===== config.mk =====
export PLATFORM = sky130hd
export DESIGN_NAME = efm_top
export DESIGN_NICKNAME = d
export VERILOG_FILES = /design/src/rtl/efm_pkg.sv /design/src/rtl/efm_rx_check.sv /design/src/rtl/efm_tx_watch.sv /design/src/rtl/efm_mem_timer.sv /design/src/rtl/efm_err_reg.sv /design/src/rtl/efm_top.sv
export SDC_FILE = /design/constraint.sdc
export NUM_CORES = 1
export LEC_CHECK = 0
export ABC_AREA = 1
export CORE_UTILIZATION = 40
export CTS_BUF_LIST = sky130_fd_sc_hd__clkbuf_8
export CTS_CLUSTER_DIAMETER = 150
export CTS_CLUSTER_SIZE = 28
export DETAILED_ROUTE_END_ITERATION = 16
export HOLD_SLACK_MARGIN = 0.1
export PLACE_DENSITY_LB_ADDON = 0.25
export SLEW_MARGIN = 20
export SYNTH_ARGS = -nofsm -noshare
export SYNTH_HDL_FRONTEND = slang
export SYNTH_HIERARCHICAL = 1
export SYNTH_SLANG_ARGS = --single-unit

===== constraint.sdc =====
create_clock -name clk -period 1.9 [get_ports clk]
set_input_delay 0.285 -clock clk [delete_from_list [all_inputs] [get_ports clk]]
set_output_delay 0.285 -clock clk [all_outputs]
set_load 0.005 [all_outputs]

===== src/rtl/efm_pkg.sv =====
package efm_pkg;

    localparam int ERR_W = 7;

    localparam logic [31:0] CRC_POLY    = 32'h04C1_1DB7;
    localparam logic [31:0] CRC_RESIDUE = 32'hC704_DD7B;

    // Field order makes bit 0 the checksum error and bit 6 the memory timeout.
    typedef struct packed {
        logic mtmo;
        logic babl;
        logic miss;
        logic unfl;
        logic ovfl;
        logic align;
        logic crc;
    } err_evt_t;

    // One serial step of the frame checksum, data taken in wire order.
    function automatic logic [31:0] crc_step(input logic [31:0] c, input logic b);
        return {c[30:0], 1'b0} ^ ((c[31] ^ b) ? CRC_POLY : 32'h0);
    endfunction

endpackage


===== src/rtl/efm_rx_check.sv =====
module efm_rx_check
    import efm_pkg::*;
(
    input  logic clk,
    input  logic rst,
    input  logic sof,
    input  logic eof,
    input  logic bit_vld,
    input  logic bit_in,
    input  logic buf_rdy,
    input  logic fifo_full,
    output logic evt_crc,
    output logic evt_align,
    output logic evt_ovfl,
    output logic evt_miss
);
    localparam int PH_W = 3;

    logic            active;
    logic [31:0]     crc_q;
    logic [PH_W-1:0] phase;
    logic            ovfl_pend;
    logic            ending;

    always_ff @(posedge clk) begin
        if (rst) begin
            active    <= 1'b0;
            crc_q     <= '1;
            phase     <= '0;
            ovfl_pend <= 1'b0;
        end else if (sof) begin
            active    <= buf_rdy;
            crc_q     <= '1;
            phase     <= '0;
            ovfl_pend <= 1'b0;
        end else if (active) begin
            if (eof) begin
                active <= 1'b0;
            end else if (bit_vld) begin
                crc_q <= crc_step(crc_q, bit_in);
                phase <= phase + PH_W'(1);
                if (fifo_full) ovfl_pend <= 1'b1;
            end
        end
    end

    always_comb begin
        ending    = active && eof && !sof;
        evt_ovfl  = ending && ovfl_pend;
        evt_align = ending && !ovfl_pend && (phase != '0);
        evt_crc   = ending && !ovfl_pend && (phase == '0) && (crc_q != CRC_RESIDUE);
        evt_miss  = sof && !buf_rdy;
    end

endmodule


===== src/rtl/efm_tx_watch.sv =====
module efm_tx_watch #(
    parameter int MAX_BYTES = 1518
) (
    input  logic clk,
    input  logic rst,
    input  logic sof,
    input  logic eof,
    input  logic byte_stb,
    input  logic fifo_empty,
    output logic evt_babl,
    output logic evt_unfl
);
    localparam int CW = $clog2(MAX_BYTES + 2);

    logic          active;
    logic [CW-1:0] cnt;
    logic          take;

    assign take = active && byte_stb && !sof;

    always_ff @(posedge clk) begin
        if (rst) begin
            active <= 1'b0;
            cnt    <= '0;
        end else if (sof) begin
            active <= 1'b1;
            cnt    <= '0;
        end else if (active && eof) begin
            active <= 1'b0;
        end else if (take && cnt != CW'(MAX_BYTES + 1)) begin
            cnt <= cnt + CW'(1);
        end
    end

    assign evt_babl = take && (cnt == CW'(MAX_BYTES));
    assign evt_unfl = take && fifo_empty;

endmodule


===== src/rtl/efm_mem_timer.sv =====
module efm_mem_timer #(
    parameter int TMO_CYCLES = 256
) (
    input  logic clk,
    input  logic rst,
    input  logic req,
    input  logic ack,
    output logic evt_tmo
);
    localparam int CW = (TMO_CYCLES > 1) ? $clog2(TMO_CYCLES) : 1;
    localparam logic [CW-1:0] LAST = CW'(TMO_CYCLES - 1);

    logic          pend;
    logic [CW-1:0] cnt;

    always_ff @(posedge clk) begin
        if (rst) begin
            pend <= 1'b0;
            cnt  <= '0;
        end else if (req) begin
            pend <= 1'b1;
            cnt  <= '0;
        end else if (pend) begin
            if (ack || cnt == LAST) pend <= 1'b0;
            else                    cnt  <= cnt + CW'(1);
        end
    end

    assign evt_tmo = pend && !req && !ack && (cnt == LAST);

endmodule


===== src/rtl/efm_err_reg.sv =====
module efm_err_reg
    import efm_pkg::*;
(
    input  logic             clk,
    input  logic             rst,
    input  err_evt_t         evt,
    input  logic             clr_wr,
    input  logic [ERR_W-1:0] clr_mask,
    output logic [ERR_W-1:0] flags
);
    logic [ERR_W-1:0] kill;

    assign kill = clr_wr ? clr_mask : '0;

    always_ff @(posedge clk) begin
        if (rst) flags <= '0;
        else     flags <= (flags & ~kill) | evt;
    end

endmodule


===== src/rtl/efm_top.sv =====
module efm_top
    import efm_pkg::*;
#(
    parameter int MAX_TX_BYTES = 1518,
    parameter int TMO_CYCLES   = 256
) (
    input  logic             clk,
    input  logic             rst,
    input  logic             rx_sof,
    input  logic             rx_eof,
    input  logic             rx_bit_vld,
    input  logic             rx_bit,
    input  logic             rx_buf_rdy,
    input  logic             rx_fifo_full,
    input  logic             tx_sof,
    input  logic             tx_eof,
    input  logic             tx_byte,
    input  logic             tx_fifo_empty,
    input  logic             mem_req,
    input  logic             mem_ack,
    input  logic             clr_wr,
    input  logic [ERR_W-1:0] clr_mask,
    output logic [ERR_W-1:0] err_flags,
    output logic             irq
);
    err_evt_t         evt;
    logic [ERR_W-1:0] evt_vec;

    efm_rx_check u_rx (
        .clk       (clk),
        .rst       (rst),
        .sof       (rx_sof),
        .eof       (rx_eof),
        .bit_vld   (rx_bit_vld),
        .bit_in    (rx_bit),
        .buf_rdy   (rx_buf_rdy),
        .fifo_full (rx_fifo_full),
        .evt_crc   (evt.crc),
        .evt_align (evt.align),
        .evt_ovfl  (evt.ovfl),
        .evt_miss  (evt.miss)
    );

    efm_tx_watch #(.MAX_BYTES(MAX_TX_BYTES)) u_tx (
        .clk        (clk),
        .rst        (rst),
        .sof        (tx_sof),
        .eof        (tx_eof),
        .byte_stb   (tx_byte),
        .fifo_empty (tx_fifo_empty),
        .evt_babl   (evt.babl),
        .evt_unfl   (evt.unfl)
    );

    efm_mem_timer #(.TMO_CYCLES(TMO_CYCLES)) u_tmo (
        .clk     (clk),
        .rst     (rst),
        .req     (mem_req),
        .ack     (mem_ack),
        .evt_tmo (evt.mtmo)
    );

    efm_err_reg u_err (
        .clk      (clk),
        .rst      (rst),
        .evt      (evt),
        .clr_wr   (clr_wr),
        .clr_mask (clr_mask),
        .flags    (err_flags)
    );

    assign evt_vec = evt;
    assign irq     = |err_flags;

endmodule


==> results of run 1 <==
-- cell families after synthesis --
logic type      synth area share [%]
compound gates                  7.96
flops                           38.5
xor+xnor                       0.778
fa+ha+maj                       1.85
simple gates                    40.7
buf+inv                         10.2
-- tightest hold or removal path, stage by stage (launching register included) --
cell and delay, ps:
dfxtp_1 320, nand2_1 60, a21oi_1 50
-- per-stage QoR --
stage	instance area, um2	util, %
floorplan	3380	-
global placement	3770	46.1
detailed placement	3770	46.1
CTS	3950	48.3
global route	3950	48.3
finish	3950	48.3
-- routing by layer --
metal | up-vias | track usage, % | wire length, um
met5 | - | 0 | 0
met1 | 1381 | 22.6 | 3550
met4 | 0 | 6.15 | 26
li1 | 1641 | - | -
met2 | 48 | 28.0 | 3180
met3 | 2 | 3.32 | 303
-- registers in the layout (all words and copies together) (netlist names) --
| signal | cells |
|---|---|
| u_rx/crc_q | 32 |
| u_tx/cnt | 11 |
| u_tmo/cnt | 8 |
| u_err/flags | 7 |
| u_rx/phase | 3 |
| u_rx/active | 1 |
| u_rx/ovfl_pend | 1 |
| u_tmo/pend | 1 |
| u_tx/active | 1 |
-- cells in the final DEF, fill, tap and decap left out, types with 2 or more instances in the layout --
master / netlist / routed
nand2_2: 10 / 10
nand4_1: 8 / 8
nor4_1: 2 / 2
xor2_1: 3 / 3
o211ai_1: 2 / 2
ha_1: 5 / 5
nand2_1: 149 / 149
nand3_4: 3 / 3
a21oi_1: 30 / 30
nor2_2: 15 / 15
nor2_1: 65 / 65
nand3_1: 36 / 36
inv_2: 6 / 6
clkbuf_8: 0 / 12
inv_1: 59 / 60
buf_4: 1 / 8
clkinv_1: 2 / 2
nor2_4: 5 / 5
clkdlybuf4s50_1: 0 / 29
o21ai_1: 19 / 19
nor3_1: 2 / 2
dfxtp_1: 65 / 65
-- how the worst min path moves through the flow --
stage / endpoint / startpoint / depth (start not counted) / slack [ps]
floorplan: u_err/flags[0] / rst / 1 / 350
global placement: u_rx/phase[1] / u_rx/phase[1] / 2 / 460
detailed placement: u_err/flags[6] / u_err/flags[6] / 2 / 470
CTS: u_err/flags[6] / u_err/flags[6] / 2 / 470
global route: u_tx/active / u_tx/active / 2 / 490
finish: u_err/flags[6] / u_err/flags[6] / 2 / 470
-- layout make-up --
class | count | area (um2) | area share, %
well taps | 105 | 131 | 3.33
flip-flops and latches | 65 | 1300 | 33.0
inverters | 67 | 251 | 6.37
multi-input cells | 360 | 1730 | 43.9
clock inverters | 3 | 16.3 | 0.412
repair buffers | 37 | 350 | 8.87
clock buffers | 12 | 165 | 4.18
-- power groups by stage --
| stage | clock [mW] | combinational [mW] | sequential (mW) |
|---|---|---|---|
| 2_1_floorplan | 0 | 0.130 | 1.43 |
| 3_3_place_gp | 0 | 0.216 | 1.43 |
| 3_5_place_dp | 0 | 0.221 | 1.43 |
| 4_1_cts | 1.11 | 0.223 | 1.40 |
| 5_1_grt | 1.17 | 0.249 | 1.40 |
| 6_report | 1.07 | 0.220 | 1.40 |
==> reports/results.txt, run 1 <==
switching part of the total power - 24.0%
hpwl dp - 4980 um
starting density of the core - 41.3%
relative slew slack - 44.5%
Rows - 33
Reg2Reg Depth - 8
Setup Fix Bufs, Post-CTS - 0
Worst Tran Pin Value - 829 ps
TritonCTS Buffers - 9
die height - 93.9 um
RSZ-0062 raised after global routing - no
post_cts resized - 0
Antenna Nets Post-Route - 0
Unique masters post-synth - 30
total grt overflow - 0
Clock Latency Late Sink - 330 ps
core box area - 8180 um2
Antenna Cells - 0
CTS tree - done
ratio of cells with drive above 1 in the final layout - 11.9%
reg2reg end - u_tx/cnt[0]
Min Clock Period, post-route - 1680 ps
worst-case clock buffer depth - 2
#FFs+latches synth - 65
first-pass GRT wire length - 12100 um
slack of the worst reg-to-reg path - 470 ps
largest net degree at the start of global routing - 28
GP Congestion - 0.791
Non-Filler Instances - 649
Leak - 1.68 nW
synth warn - 6
Logic pwr share - 8.2%
clock-pin slew of the registers on the worst-case setup and hold paths - 60 ps
CP endpoint - irq
Pwr Density - 682 nW/um2
ys flop type - dfxtp_1
I/O Buffers - 29
Slowest-stage cell, CP - clkdlybuf4s50_1
net switching power - 647 uW
CP Data Arrival Time - 1390 ps
1st-iter DRT viols - 103
smallest hold slack - 475 ps
Mapped Cells - 505
Max VDD drop - 0.311 mV
Layout Nets - 567
Post-synth EDFFs - 0
drt via density - 4.73
mapped cell area - 3380 um2
max_cap viols - 0
CP Depth - 5
crit path capture type - output pin
syn nets - 532
Worst Setup SP - u_err/flags[4]
TritonRoute pass-1 iters - 5
root buffer cell - clkbuf_8
DRC viols - 0
synth top area cells - dfxtp_1 (39%), nand2_1 (17%), nor2_1 (7.2%), inv_1 (6.6%), nand3_1 (5.3%)
Clk pwr share - 39.8%
boundary pin count - 30
CTS Sinks - 65
Seq pwr share - 52.1%
dpl ws - 45.0 ps
CP top delay family - buffers and inverters
Setup CP Type - register to output pin
Final period util - 88.4%
FMAX - 595 MHz
initial antenna violation count - 0
Async SR Flop Fraction - 0%
Routed Wire Length - 7060 um
Placed Instances - 634
FF-to-FF Start - u_tx/cnt[1]
vias in the first global route - 2754
overall power - 2.69 mW
worst path required time - 1620 ps
syn_area_per_cell - 6.69 um2
Total GRT Usage - 17.2%
Setup Skew - 10.3 ps
P_int - 2.05 mW
Yosys top cell area share - 38.5%
H-tree level count - 3
crit-path cells - inv_1, nand2_1, nor2_1, nand2_1, clkdlybuf4s50_1
setup ws final - 220 ps
Crit path largest cell delay - 490 ps
setup TNS - 0 ps
Commonest cells post-synth - nand2_1 (149), dfxtp_1 (65), nor2_1 (65)
worst-path maximum fanout - 3
Layout fillers - 846
WL per Instance - 10.9 um
Final Hold Fails - 0
post-synthesis sequential area ratio - 38.5%
Hold-fix buffers, CTS - 0
Max Slew Vio Count - 0
Syn-to-layout area delta - 16.9%
Hold Path Class - register to register
Crit path top cell by count - nand2_1
area leader, netlist - dfxtp_1
status - finished clean
crit path launch type - register
final setup vio count - 0
Die ar. - 8820 um2
DR vias - 3072
CP Buf/Inv Count - 2
most frequent cell after synthesis - nand2_1
die width - 93.9 um
Note: power is estimated with default switching activity, not from simulation.
==> run 2: changes to the inputs <==
CTS_BUF_LIST = not set   (was sky130_fd_sc_hd__clkbuf_8)
==> run 2 against run 1 <==
Against the previous run: register-to-register slack hardly changed; clock-buffer cell count is 1 higher; clock power hardly changed; first-iteration DRC count stayed put; combinational power hardly changed; cell count stayed put; clock skew hardly changed; worst hold slack hardly changed; non-clock buffer count stayed put; power is 0.21% higher.
==> reports/results.txt, run 2 (synthesis results as in run 1) <==
Post-Place Cell Area - 3770 um2 (unchanged)
vias in the first global route - 2754 (unchanged)
fin util - 48.3% (unchanged)
Layout fillers - 846 (unchanged)
1st-iter DRT viols - 103 (unchanged)
Layout Nets - 567 (unchanged)
DR vias - 3075 (+0.098%)
Total GRT Usage - 17.2% (unchanged)
final setup vio count - 0 (unchanged)
WHS Path Cells - 2 (unchanged)
max_cap viols - 0 (unchanged)
Largest register FFs - 32 (unchanged)
CTS tree - done
status - finished clean
Clock Latency Late Sink - 330 ps (about the same)
fin area - 3950 um2 (unchanged)
starting density of the core - 41.3% (unchanged)
Worst Tran Pin Value - 829 ps (+0.00662 ps)
Syn-to-layout area delta - 16.9% (unchanged)
largest net degree at the start of global routing - 28 (unchanged)
setup TNS - 0 ps (unchanged)
first-pass GRT wire length - 12100 um (unchanged)
Leak - 1.68 nW (-0.25%)
hpwl dp - 4980 um (unchanged)
Pwr Density - 683 nW/um2 (+0.21%)
drt via density - 4.74 (about the same)
dpl ws - 45.0 ps (unchanged)
Non-Filler Instances - 649 (unchanged)
Setup CP Type - register to output pin
initial antenna violation count - 0 (unchanged)
Antenna Nets Post-Route - 0 (unchanged)
Setup Fix Bufs, Post-CTS - 0 (unchanged)
Reg2Reg Depth - 8 (unchanged)
die height - 93.9 um (unchanged)
met3 Resource Use GR - 3.32% (unchanged)
setup ws final - 220 ps (-0.163 ps)
clock-pin slew of the registers on the worst-case setup and hold paths - 60 ps (about the same)
die width - 93.9 um (unchanged)
Setup Skew - 10.3 ps (-0.000100 ps)
WL per Instance - 10.9 um (+0.17%)
post_cts resized - 0 (unchanged)
boundary pin count - 30 (unchanged)
overall power - 2.70 mW (+0.21%)
Final period util - 88.4% (about the same)
Hold-fix buffers, CTS - 0 (unchanged)
core box area - 8180 um2 (unchanged)
Final Hold Fails - 0 (unchanged)
worst-case clock buffer depth - 2 (unchanged)
TritonRoute pass-1 iters - 5 (unchanged)
RSZ-0062 raised after global routing - no
Antenna Cells - 0 (unchanged)
Die ar. - 8820 um2 (unchanged)
TritonCTS Buffers - 9 (unchanged)
root buffer cell - clkbuf_8
total grt overflow - 0 (unchanged)
FMAX - 595 MHz (about the same)
most frequent cells in the layout - nand2_1 (149), nor2_1 (65), dfxtp_1 (65), inv_1 (59), nand3_1 (36)
worst path required time - 1620 ps (about the same)
Max Slew Vio Count - 0 (unchanged)
Min Clock Period, post-route - 1680 ps (+0.163 ps)
biggest regs - u_rx/crc_q (32), u_tx/cnt (11), u_tmo/cnt (8)
Top reg by flops - u_rx/crc_q
DRC viols - 0 (unchanged)
met1 usage - 22.6% (unchanged)
H-tree level count - 3 (unchanged)
CTS Sinks - 65 (unchanged)
CP Data Arrival Time - 1400 ps (about the same)
smallest hold slack - 475 ps (-0.00800 ps)
worst-path maximum fanout - 3 (unchanged)
Placed Instances - 634 (unchanged)
crit path launch type - register
Rows - 33 (unchanged)
Routed Wire Length - 7080 um (+0.17%)
GP Congestion - 0.791 (unchanged)
I/O Buffers - 29 (unchanged)
Max VDD drop - 0.311 mV (-0.14%)
grt peak-use layer - met2
most common cell after layout, fill and taps aside - nand2_1
relative slew slack - 44.5% (about the same)
Hold Path Class - register to register
ratio of cells with drive above 1 in the final layout - 11.9% (unchanged)
met2 Use GR - 28.0% (unchanged)
crit path capture type - output pin
[run 2: final timing paths]
path,slack [ps],end,startpoint
setup reg to reg,470,u_tx/cnt[0],u_tx/cnt[1]
hold reg to reg,470,u_err/flags[6],u_err/flags[6]
setup / recovery,220,irq,u_err/flags[4]
hold / removal,470,u_err/flags[6],u_err/flags[6]
[run 2: cell type report]
cell class | count | area (um2) | area share [%]
well taps | 105 | 131 | 3.33
flip-flops and latches | 65 | 1300 | 33.0
inverters | 67 | 251 | 6.37
clock inverters | 2 | 12.5 | 0.317
repair buffers | 37 | 350 | 8.87
multi-input cells | 360 | 1730 | 43.9
clock buffers | 13 | 169 | 4.28
[run 2: critical path: stages (launching register included)]
cell,delay (ps)
dfxtp_1,370
inv_1,60
nand2_1,60
nor2_1,40
nand2_1,50
clkdlybuf4s50_1,490
[run 2: power breakdown]
| part | switching (mW) | internal, mW |
|---|---|---|
| sequential | 0.0189 | 1.38 |
| combinational | 0.124 | 0.0959 |
| clock | 0.503 | 0.572 |
[run 2: layer usage]
metal / routed length (um) / share of wire, %
met1: 3530 / 50
met2: 3190 / 45
met3: 332 / 4.7
met4: 26 / 0.37
met5: 0 / 0
